==> src/rtl/diag_pkg.sv <==
package diag_pkg;
   localparam int NUM_FLAGS = 3;
   typedef enum int {
      FLG_OVERLOAD = 0,
      FLG_OVERTEMP = 1,
      FLG_PWRLOW   = 2
   } flag_idx_e;
endpackage

==> src/rtl/diag_sync.sv <==
module diag_sync #(
   parameter int WIDTH  = 1,
   parameter int STAGES = 2
) (
   input  logic             clk,
   input  logic             rst_n,
   input  logic [WIDTH-1:0] d,
   output logic [WIDTH-1:0] q
);
   logic [WIDTH-1:0] pipe [STAGES];

   initial begin
      assert (STAGES >= 2) else $error("diag_sync: STAGES must be at least 2");
      assert (WIDTH >= 1) else $error("diag_sync: WIDTH must be at least 1");
   end

   always_ff @(posedge clk or negedge rst_n) begin
      if (!rst_n) begin
         for (int i = 0; i < STAGES; i++) pipe[i] <= '0;
      end else begin
         pipe[0] <= d;
         for (int i = 1; i < STAGES; i++) pipe[i] <= pipe[i-1];
      end
   end

   assign q = pipe[STAGES-1];
endmodule

==> src/rtl/diag_lockout.sv <==
module diag_lockout #(
   parameter int RST_STAGES = 2
) (
   input  logic clk,
   input  logic por_n,
   input  logic uv_trip,
   input  logic uv_clear,
   output logic rst_n
);
   logic                  lock_set;
   logic                  lock_q;
   logic [RST_STAGES-1:0] rs_q;

   initial begin
      assert (RST_STAGES >= 2) else $error("diag_lockout: RST_STAGES must be at least 2");
   end

   assign lock_set = uv_trip | ~por_n;

   // hysteresis: set by the low comparator, cleared only by the high one
   always_ff @(posedge clk or posedge lock_set) begin
      if (lock_set)      lock_q <= 1'b1;
      else if (uv_clear) lock_q <= 1'b0;
   end

   // asynchronous assertion, synchronous release
   generate
      if (RST_STAGES == 1) begin : g_one
         always_ff @(posedge clk or posedge lock_q) begin
            if (lock_q) rs_q <= '0;
            else        rs_q <= 1'b1;
         end
      end else begin : g_many
         always_ff @(posedge clk or posedge lock_q) begin
            if (lock_q) rs_q <= '0;
            else        rs_q <= {rs_q[RST_STAGES-2:0], 1'b1};
         end
      end
   endgenerate

   assign rst_n = rs_q[RST_STAGES-1];

   // lockout does not release without the high comparator
   a_r7_hold_hysteresis : assert property (@(posedge clk) disable iff (lock_set)
      (lock_q && !uv_clear) |=> lock_q);
endmodule

==> src/rtl/diag_flag.sv <==
module diag_flag (
   input  logic clk,
   input  logic rst_n,
   input  logic cause,
   input  logic rd,
   output logic flag
);
   logic flag_q;

   always_ff @(posedge clk or negedge rst_n) begin
      if (!rst_n)             flag_q <= 1'b0;
      else if (cause)         flag_q <= 1'b1;
      else if (flag_q && rd)  flag_q <= 1'b0;
   end

   assign flag = flag_q;

   // a present cause is latched on the next edge
   a_r2_set_on_cause : assert property (@(posedge clk) disable iff (!rst_n)
      cause |=> flag);
   // a read never clears while the cause is present
   a_r3_read_with_cause : assert property (@(posedge clk) disable iff (!rst_n)
      (flag && cause && rd) |=> flag);
   // without a read the flag holds
   a_r4_hold_no_read : assert property (@(posedge clk) disable iff (!rst_n)
      (flag && !rd) |=> flag);
endmodule

==> src/rtl/diag_ctrl_reg.sv <==
module diag_ctrl_reg #(
   parameter int VSEL_W = 4
) (
   input  logic              clk,
   input  logic              rst_n,
   input  logic              ot_live,
   input  logic              wr_en,
   input  logic [VSEL_W-1:0] wr_vsel,
   input  logic              wr_hold,
   output logic [VSEL_W-1:0] vsel,
   output logic              hold,
   output logic              clr_pulse,
   output logic              stage_en
);
   logic [VSEL_W-1:0] vsel_q;
   logic              hold_q;
   logic              ot_d;
   logic              clr_q;
   logic              wipe;

   initial begin
      assert (VSEL_W >= 1) else $error("diag_ctrl_reg: VSEL_W must be at least 1");
   end

   assign wipe = hold_q & ot_live;

   always_ff @(posedge clk or negedge rst_n) begin
      if (!rst_n) begin
         vsel_q <= '0;
         hold_q <= 1'b0;
         ot_d   <= 1'b0;
         clr_q  <= 1'b0;
      end else begin
         ot_d  <= ot_live;
         clr_q <= ot_live & ~ot_d & hold_q;
         if (wipe)       vsel_q <= '0;
         else if (wr_en) vsel_q <= wr_vsel;
         if (wr_en)      hold_q <= wr_hold;
      end
   end

   assign vsel      = vsel_q;
   assign hold      = hold_q;
   assign clr_pulse = clr_q;
   assign stage_en  = (|vsel_q) & ~ot_live;

   // with the hold policy the select bits stay zero during the event
   a_r10_vsel_zero : assert property (@(posedge clk) disable iff (!rst_n)
      (hold && ot_live) |=> (vsel == '0));
   // the wipe request lasts a single cycle
   a_r10_clr_single : assert property (@(posedge clk) disable iff (!rst_n)
      clr_pulse |=> !clr_pulse);
   // with auto restart the select bits survive the event
   a_r9_vsel_kept : assert property (@(posedge clk) disable iff (!rst_n)
      (!hold && ot_live && !wr_en) |=> $stable(vsel));
endmodule

==> src/rtl/diag_status_latch.sv <==
module diag_status_latch #(
   parameter int VSEL_W      = 4,
   parameter int SYNC_STAGES = 2,
   parameter int RST_STAGES  = 2
) (
   input  logic              clk,
   input  logic              por_n,
   input  logic              uv_trip,
   input  logic              uv_clear,
   input  logic              ovl_raw,
   input  logic              otmp_raw,
   input  logic              pwr_low_raw,
   input  logic              stat_rd,
   input  logic              wr_en,
   input  logic [VSEL_W-1:0] wr_vsel,
   input  logic              wr_therm_hold,
   output logic [VSEL_W-1:0] vsel,
   output logic              therm_hold,
   output logic              stage_en,
   output logic              vsel_clr,
   output logic [diag_pkg::NUM_FLAGS-1:0] status,
   output logic              fault_n
);
   import diag_pkg::*;

   logic                 rst_n;
   logic [NUM_FLAGS-1:0] raw_vec;
   logic [NUM_FLAGS-1:0] live_vec;
   logic [NUM_FLAGS-1:0] flag_vec;

   diag_lockout #(.RST_STAGES(RST_STAGES)) u_lock (
      .clk(clk), .por_n(por_n), .uv_trip(uv_trip), .uv_clear(uv_clear), .rst_n(rst_n)
   );

   assign raw_vec[FLG_OVERLOAD] = ovl_raw;
   assign raw_vec[FLG_OVERTEMP] = otmp_raw;
   assign raw_vec[FLG_PWRLOW]   = pwr_low_raw;

   diag_sync #(.WIDTH(NUM_FLAGS), .STAGES(SYNC_STAGES)) u_sync (
      .clk(clk), .rst_n(rst_n), .d(raw_vec), .q(live_vec)
   );

   generate
      for (genvar g = 0; g < NUM_FLAGS; g++) begin : g_flag
         diag_flag u_flag (
            .clk(clk), .rst_n(rst_n), .cause(live_vec[g]), .rd(stat_rd), .flag(flag_vec[g])
         );
      end
   endgenerate

   diag_ctrl_reg #(.VSEL_W(VSEL_W)) u_ctrl (
      .clk(clk), .rst_n(rst_n), .ot_live(live_vec[FLG_OVERTEMP]),
      .wr_en(wr_en), .wr_vsel(wr_vsel), .wr_hold(wr_therm_hold),
      .vsel(vsel), .hold(therm_hold), .clr_pulse(vsel_clr), .stage_en(stage_en)
   );

   assign status  = flag_vec;
   assign fault_n = ~flag_vec[FLG_PWRLOW];

   // no stage power while the flag shows a present overtemperature
   a_r8_stage_off : assert property (@(posedge clk) disable iff (!rst_n)
      (live_vec[FLG_OVERTEMP]) |=> (status[FLG_OVERTEMP] && (!stage_en || !live_vec[FLG_OVERTEMP])));
   // reset leaves nothing latched
   a_r6_clear_in_reset : assert property (@(posedge clk)
      !rst_n |-> (status == '0 && vsel == '0 && !therm_hold));
endmodule

==> config.mk <==
export PLATFORM = sky130hd
export DESIGN_NAME = diag_status_latch
export DESIGN_NICKNAME = d
export VERILOG_FILES = /design/src/rtl/diag_pkg.sv /design/src/rtl/diag_sync.sv /design/src/rtl/diag_lockout.sv /design/src/rtl/diag_flag.sv /design/src/rtl/diag_ctrl_reg.sv /design/src/rtl/diag_status_latch.sv
export SDC_FILE = /design/constraint.sdc
export NUM_CORES = 1
export LEC_CHECK = 0
export ABC_AREA = 1
export BUFFER_PORTS_ARGS = -buffer_cell sky130_fd_sc_hd__buf_2
export CAP_MARGIN = 20
export CORE_MARGIN = 3
export CORE_UTILIZATION = 48
export DETAILED_ROUTE_END_ITERATION = 6
export HOLD_SLACK_MARGIN = 0.06
export PLACE_DENSITY = 0.86
export SLEW_MARGIN = 25
export SYNTH_ARGS = -nofsm -noshare
export SYNTH_HDL_FRONTEND = slang
export SYNTH_SLANG_ARGS = --single-unit
==> constraint.sdc <==
create_clock -name clk -period 1.3 [get_ports clk]
set_clock_uncertainty 0.2 [all_clocks]
set_input_delay 0.195 -clock clk [delete_from_list [all_inputs] [get_ports clk]]
set_output_delay 0.195 -clock clk [all_outputs]
set_load 0.005 [all_outputs]
==> results.yml, run 1 <==
timing:
  worst_pin_slew_ns: 0.615
  fmax_mhz: 675
  fin_ws_ns: -0.182
  fin_crit_sh_pct: 114
  slew_headroom_pct: 59.0
  finalCriticalPeriod_ns: 1.48
  rsz0062_at_grt: "true"
  finalSetupViolations: 4
  hold_viol: 0
  final.setup.tns_ns: -0.300
  maxSlewViolCount: 0
critical_path:
  timing.rr.start: "u_ctrl.vsel[3]"
  crit_required_ns: 0.90
  cp-end-kind: "output pin"
  worstSetupStartpointType: "flip-flop"
  critPathKind: "reg2out"
  reg2reg_slack_ns: 0.09
  max_stage_delay_ns: 0.42
  cp_data_arrival_time_ns: 1.09
  worstPathMaxFanout: 3
  crit_slowest_cell: "dfrtp_1"
  r2r-end: "u_ctrl.vsel[3]"
  cp_cell_sequence: "nor2_1 > a21oi_1 > buf_2"
  reg2reg_depth: 4
floorplanning:
  die_y_um: 42.4
  initial_utilization_pct: 54.4
  rows: 12
  die_area_um2: 1800
  chipWidth_um: 42.4
  io_pins: 25
  core_um2: 1170
clocking:
  path_clk_slew_ns: 0.10
  cts_buffer_depth: 2
  htree_levels: 1
  cts.sinks: 19
  cts_tree: "done"
  cts_made_buffers: 3
  clk_latency_ns: 0.30
  cts-root-buf: "clkbuf_4"
cells_and_area:
  syn2layout_area_growth_pct: 55.2
  layout_common_cells: "buf_2 (20), dfrtp_1 (18), dlygate4sd3_1 (14)"
  fillers: 54
  regArea_um2: 477
  num-nets-final: 113
  drive_above_1_share_pct: 35.7
  final_common_cell: "buf_2"
  diodes: 0
  multi_input_area_um2: 115
global_route:
  grt.total_usage_pct: 22.5
  grt_start_max_net_pins: 17
  grt_pass1_vias: 555
  grt_antenna_before_repair: 0
  overflow: 0
  grt_pass1_wl_mm: 2.86
yosys:
  synth.distinct_cells: 11
  syn_avg_cell_area_um2: 11.8
  ys_ff_latch: 19
  netlist_area_um2: 637
  syn_nets: 68
  synthCells: 54
  ys_seq_area_share_pct: 74.9
  ys_warn_count: 0
job:
  drv_cap: 0
min_path:
  holdCritPathClass: "reg2async"
detailed_routing:
  firstDrtPassIters: 4
  num_vias: 572
  via_per_inst: 5.11
  ant_nets: 0
  wl_per_cell_um: 17.4
  wl_mm: 1.95
  drc: 0
  drt-initial-drc-count: 17
placed_design:
  io_buffer_count: 24
  place_ws_ns: 0.225
  gp_congestion: 0.781
power:
  peakVddDrop_mv: 0.964
  leakagePower_nw: 0.506
  power_density_nw_per_um2: 1170
  p_total_mw: 1.15
run_status:
  violations: "setup timing"
  outcome: "finished, violations left"
==> worst max-delay path by stage <==
stage	from	endpoint	slack [ns]	depth (start not counted)
after floorplan	u_ctrl.vsel[3]	stage_en	0.35	2
after global placement	u_ctrl.vsel[3]	stage_en	0.26	3
after detailed placement	u_ctrl.vsel[1]	stage_en	0.22	3
after CTS	u_ctrl.vsel[2]	stage_en	-0.09	3
after global routing	u_ctrl.vsel[3]	stage_en	-0.27	3
final	u_ctrl.vsel[0]	stage_en	-0.18	3
==> synthesized netlist by cell type <==
cell type  count  area [um2]
dfrtp_1       18         450
nor2_1        13        48.8
o21bai_1       3        22.5
buf_4          3        22.5
o21ai_0        4        20.0
inv_2          1        3.75
conb_1         1        3.75
a21oi_1        1        5.00
dfstp_2        1        26.3
inv_1          5        18.8
nand2_1        4        15.0
==> sequential cells by signal (all words and copies together), names as in the netlist <==
name	count
g_flag.u_flag.flag	3
u_ctrl.clr_pulse	1
u_ctrl.hold	1
u_ctrl.ot_d	1
u_ctrl.vsel	4
u_lock.lock_q	1
u_lock.rs_q	2
u_sync.pipe	3
u_sync.q	3
==> repair_timing <==
action	4_1_cts	5_1_grt
resized for setup	1	6
pin swaps	1	1
hold endpoints to repair	15	1
endpoints found under the setup margin	1	6
buffers inserted	3	2
hold buffers	14	1
==> kinds of logic (layout without fill, tap and decap cells) <==
kind of cell	after synthesis	in the layout	synth area share, %
AOI/OAI and AO/OA	8	8	7.46
buffers and inverters	9	53	7.07
DFF	19	19	74.9
other	1	1	0.589
and+or+nand+nor	17	17	10.0
==> per-layer routing <==
layer	track usage, %	share of wire [%]	up-vias
li1	-	-	250
met4	9.32	3.7	0
met3	4.72	5.2	8
met5	0	0	-
met2	38.3	52	32
met1	27.5	39	282
==> where the power goes <==
group          switching (mW)  internal (mW)  leakage [nW]  total [mW]
combinational          0.0763          0.115         0.272       0.191
clock                   0.181          0.120        0.0150       0.301
sequential             0.0326          0.630         0.219       0.662
==> worst max-delay path: cells and delay by family, from the launching register on <==
family / cells / cell delay [ns]
flops: 1 / 0.42
simple gates: 1 / 0.14
buf+inv: 1 / 0.13
compound gates: 1 / 0.09
==> area by class of cell <==
cell class | instances | share of cell area (%)
well taps | 14 | 1.77
flip-flops and latches | 19 | 48.2
inverters | 6 | 2.28
multi-input cells | 26 | 11.6
repair buffers | 43 | 33.4
clock buffers | 4 | 2.66
==> stage by stage <==
stage               utilization [%]  std cells  hold slack [ns]  cell area (um2)
global placement               64.2         89          -0.0991              752
finish                         84.4        112           0.0575              988
floorplan                         -         54           -0.107              637
CTS                            80.9        110           0.0758              947
detailed placement             64.2         89          -0.0932              752
global route                   84.4        112            0.102              988
No activity file was read; power rests on OpenSTA's default activity.
==> run 2, diff against run 1 <==
--- a/config.mk
+++ b/config.mk
@@ -13,6 +13,7 @@
 export DETAILED_ROUTE_END_ITERATION = 6
 export HOLD_SLACK_MARGIN = 0.06
 export PLACE_DENSITY = 0.86
+export SETUP_SLACK_MARGIN = 0.02
 export SLEW_MARGIN = 25
 export SYNTH_ARGS = -nofsm -noshare
 export SYNTH_HDL_FRONTEND = slang
==> run 2 against run 1 <==
Against the previous run: the flow still finishes with violations (setup timing); via count is 0.52% lower; first-iteration DRC count is 12% lower; clock-buffer cell count stayed put; critical endpoint unchanged; setup slack lost 0.023 ns; maximum frequency fell by 1.5%; sequential power about the same; wire length shrank 0.41%; cell area did not move; flip-flop and latch count stayed put.
==> results.yml, run 2 (synthesized netlist as in run 1, its figures left out) <==
critical_path:
  crit_required_ns: 0.90
  critPathKind: "reg2out"
  worstSetupStartpointType: "flip-flop"
  cp_data_arrival_time_ns: 1.11
  reg2reg_depth: 3
  timing.rr.start: "u_sync.q[1]"
  worstPathMaxFanout: 2
  path_depth: 3
  max_stage_delay_ns: 0.40
  path_delay_family: "flip-flops"
  reg2reg_slack_ns: 0.13
  crit_slowest_cell: "dfrtp_1"
  worstPathBufferInverterCount: 1
  worstSetupStartpoint: "u_ctrl.vsel[2]"
  cp_cell_sequence: "nor2_1 > a21oi_1 > buf_2"
  cp-end-kind: "output pin"
power:
  leakagePower_nw: 0.506
  pwr-share-clk_pct: 26.0
  combPwrFrac_pct: 16.7
  p_total_mw: 1.16
  power.internal_mw: 0.865
  switchingPower_mw: 0.290
  power_density_nw_per_um2: 1170
  peakVddDrop_mv: 0.963
  p_seq_share_pct: 57.3
  p_sw_share_pct: 25.1
global_route:
  grt_start_max_net_pins: 17
  overflow: 0
  top_usage_layer: "met2"
  met3_usage_pct: 4.72
  grt_pass1_wl_mm: 2.86
  met1_usage_pct: 27.5
  gr-usage-met2_pct: 38.3
  grt_pass1_vias: 555
  grt_antenna_before_repair: 0
  grt.total_usage_pct: 22.5
cells_and_area:
  largest_reg_flops: 4
  final_common_cell: "buf_2"
  drive_above_1_share_pct: 35.7
  multi_input_area_um2: 115
  syn2layout_area_growth_pct: 55.2
  fin_area_um2: 988
  layout_common_cells: "buf_2 (20), dfrtp_1 (18), dlygate4sd3_1 (14)"
  final_util_pct: 84.4
  diodes: 0
  fillers: 54
  num-nets-final: 113
  regArea_um2: 477
clocking:
  cts_tree: "done"
  clk_latency_ns: 0.30
  cts_buffer_depth: 2
  path_clk_slew_ns: 0.11
  cts.sinks: 19
  htree_levels: 1
  cts-root-buf: "clkbuf_4"
  cts_made_buffers: 3
placed_design:
  io_buffer_count: 24
  place_area_um2: 752
  gp_congestion: 0.781
detailed_routing:
  drt-initial-drc-count: 15
  ant_nets: 0
  wl_per_cell_um: 17.4
  firstDrtPassIters: 4
  drc: 0
  wl_mm: 1.95
  num_vias: 569
  via_per_inst: 5.08
floorplanning:
  initial_utilization_pct: 54.4
  chipWidth_um: 42.4
  die_y_um: 42.4
  rows: 12
  core_um2: 1170
  io_pins: 25
  die_area_um2: 1800
timing:
  rsz0062_at_grt: "true"
  finalCriticalPeriod_ns: 1.51
  slew_headroom_pct: 59.2
  hold_viol: 0
  maxSlewViolCount: 0
  fin_crit_sh_pct: 116
  fin_ws_ns: -0.205
  finalSetupViolations: 4
  worst_pin_slew_ns: 0.612
  hold_slack_ns: 0.0530
  fmax_mhz: 664
job:
  drv_cap: 0
run_status:
  violations: "setup timing"
  outcome: "finished, violations left"
min_path:
  holdCritPathClass: "reg2async"
-- run 2: cell types whose count changed in the layout (fill, tap and decap cells not counted) --
cell     delta
o21ai_1     +1
o21ai_0     -1
-- run 2: stage by stage --
stage               setup slack, ns  setup TNS (ns)  instances
finish                       -0.205          -0.323        112
floorplan                     0.348               0         54
CTS                         -0.0866          -0.162        110
global route                 -0.274          -0.478        112
global placement              0.258               0         89
detailed placement            0.225               0         89
-- run 2: what timing repair did --
action | in CTS | in global routing
buffers inserted | 3 | 2
setup endpoints to repair | 1 | 6
resized for setup | 1 | 7
hold endpoints to repair | 15 | 1
hold buffers | 14 | 1
pin swaps | 1 | 1
-- run 2: path summary, 6_finish.rpt --
path                                   to
max                              stage_en
min                           u_ctrl.ot_d
max reg2reg                u_ctrl.vsel[1]
min reg2reg                   u_ctrl.ot_d
max in group asynchronous  u_lock.rs_q[0]
min in group clk           u_lock.rs_q[1]
-- run 2: power by group through the flow --
stage	clock [mW]	combinational, mW	sequential (mW)
3_3_place_gp	0	0.0919	0.667
3_5_place_dp	0	0.0947	0.669
2_1_floorplan	0	0.0439	0.667
6_report	0.300	0.193	0.662
5_1_grt	0.331	0.208	0.667
4_1_cts	0.293	0.147	0.655
-- run 2: layout make-up --
| class | instances | share of cell area [%] |
|---|---|---|
| sequential | 19 | 48.2 |
| timing repair buffer | 43 | 33.4 |
| multi-input combinational | 26 | 11.6 |
| clock buffer | 4 | 2.66 |
| inverter | 6 | 2.28 |
| tap | 14 | 1.77 |
-- run 2: per-layer routing --
metal | wire length [um] | part of all wire (%) | vias up
met2 | 1000 | 51 | 29
met3 | 110 | 5.7 | 8
met5 | 0 | 0 | -
met4 | 73 | 3.8 | 0
li1 | - | - | 248
met1 | 760 | 39 | 284
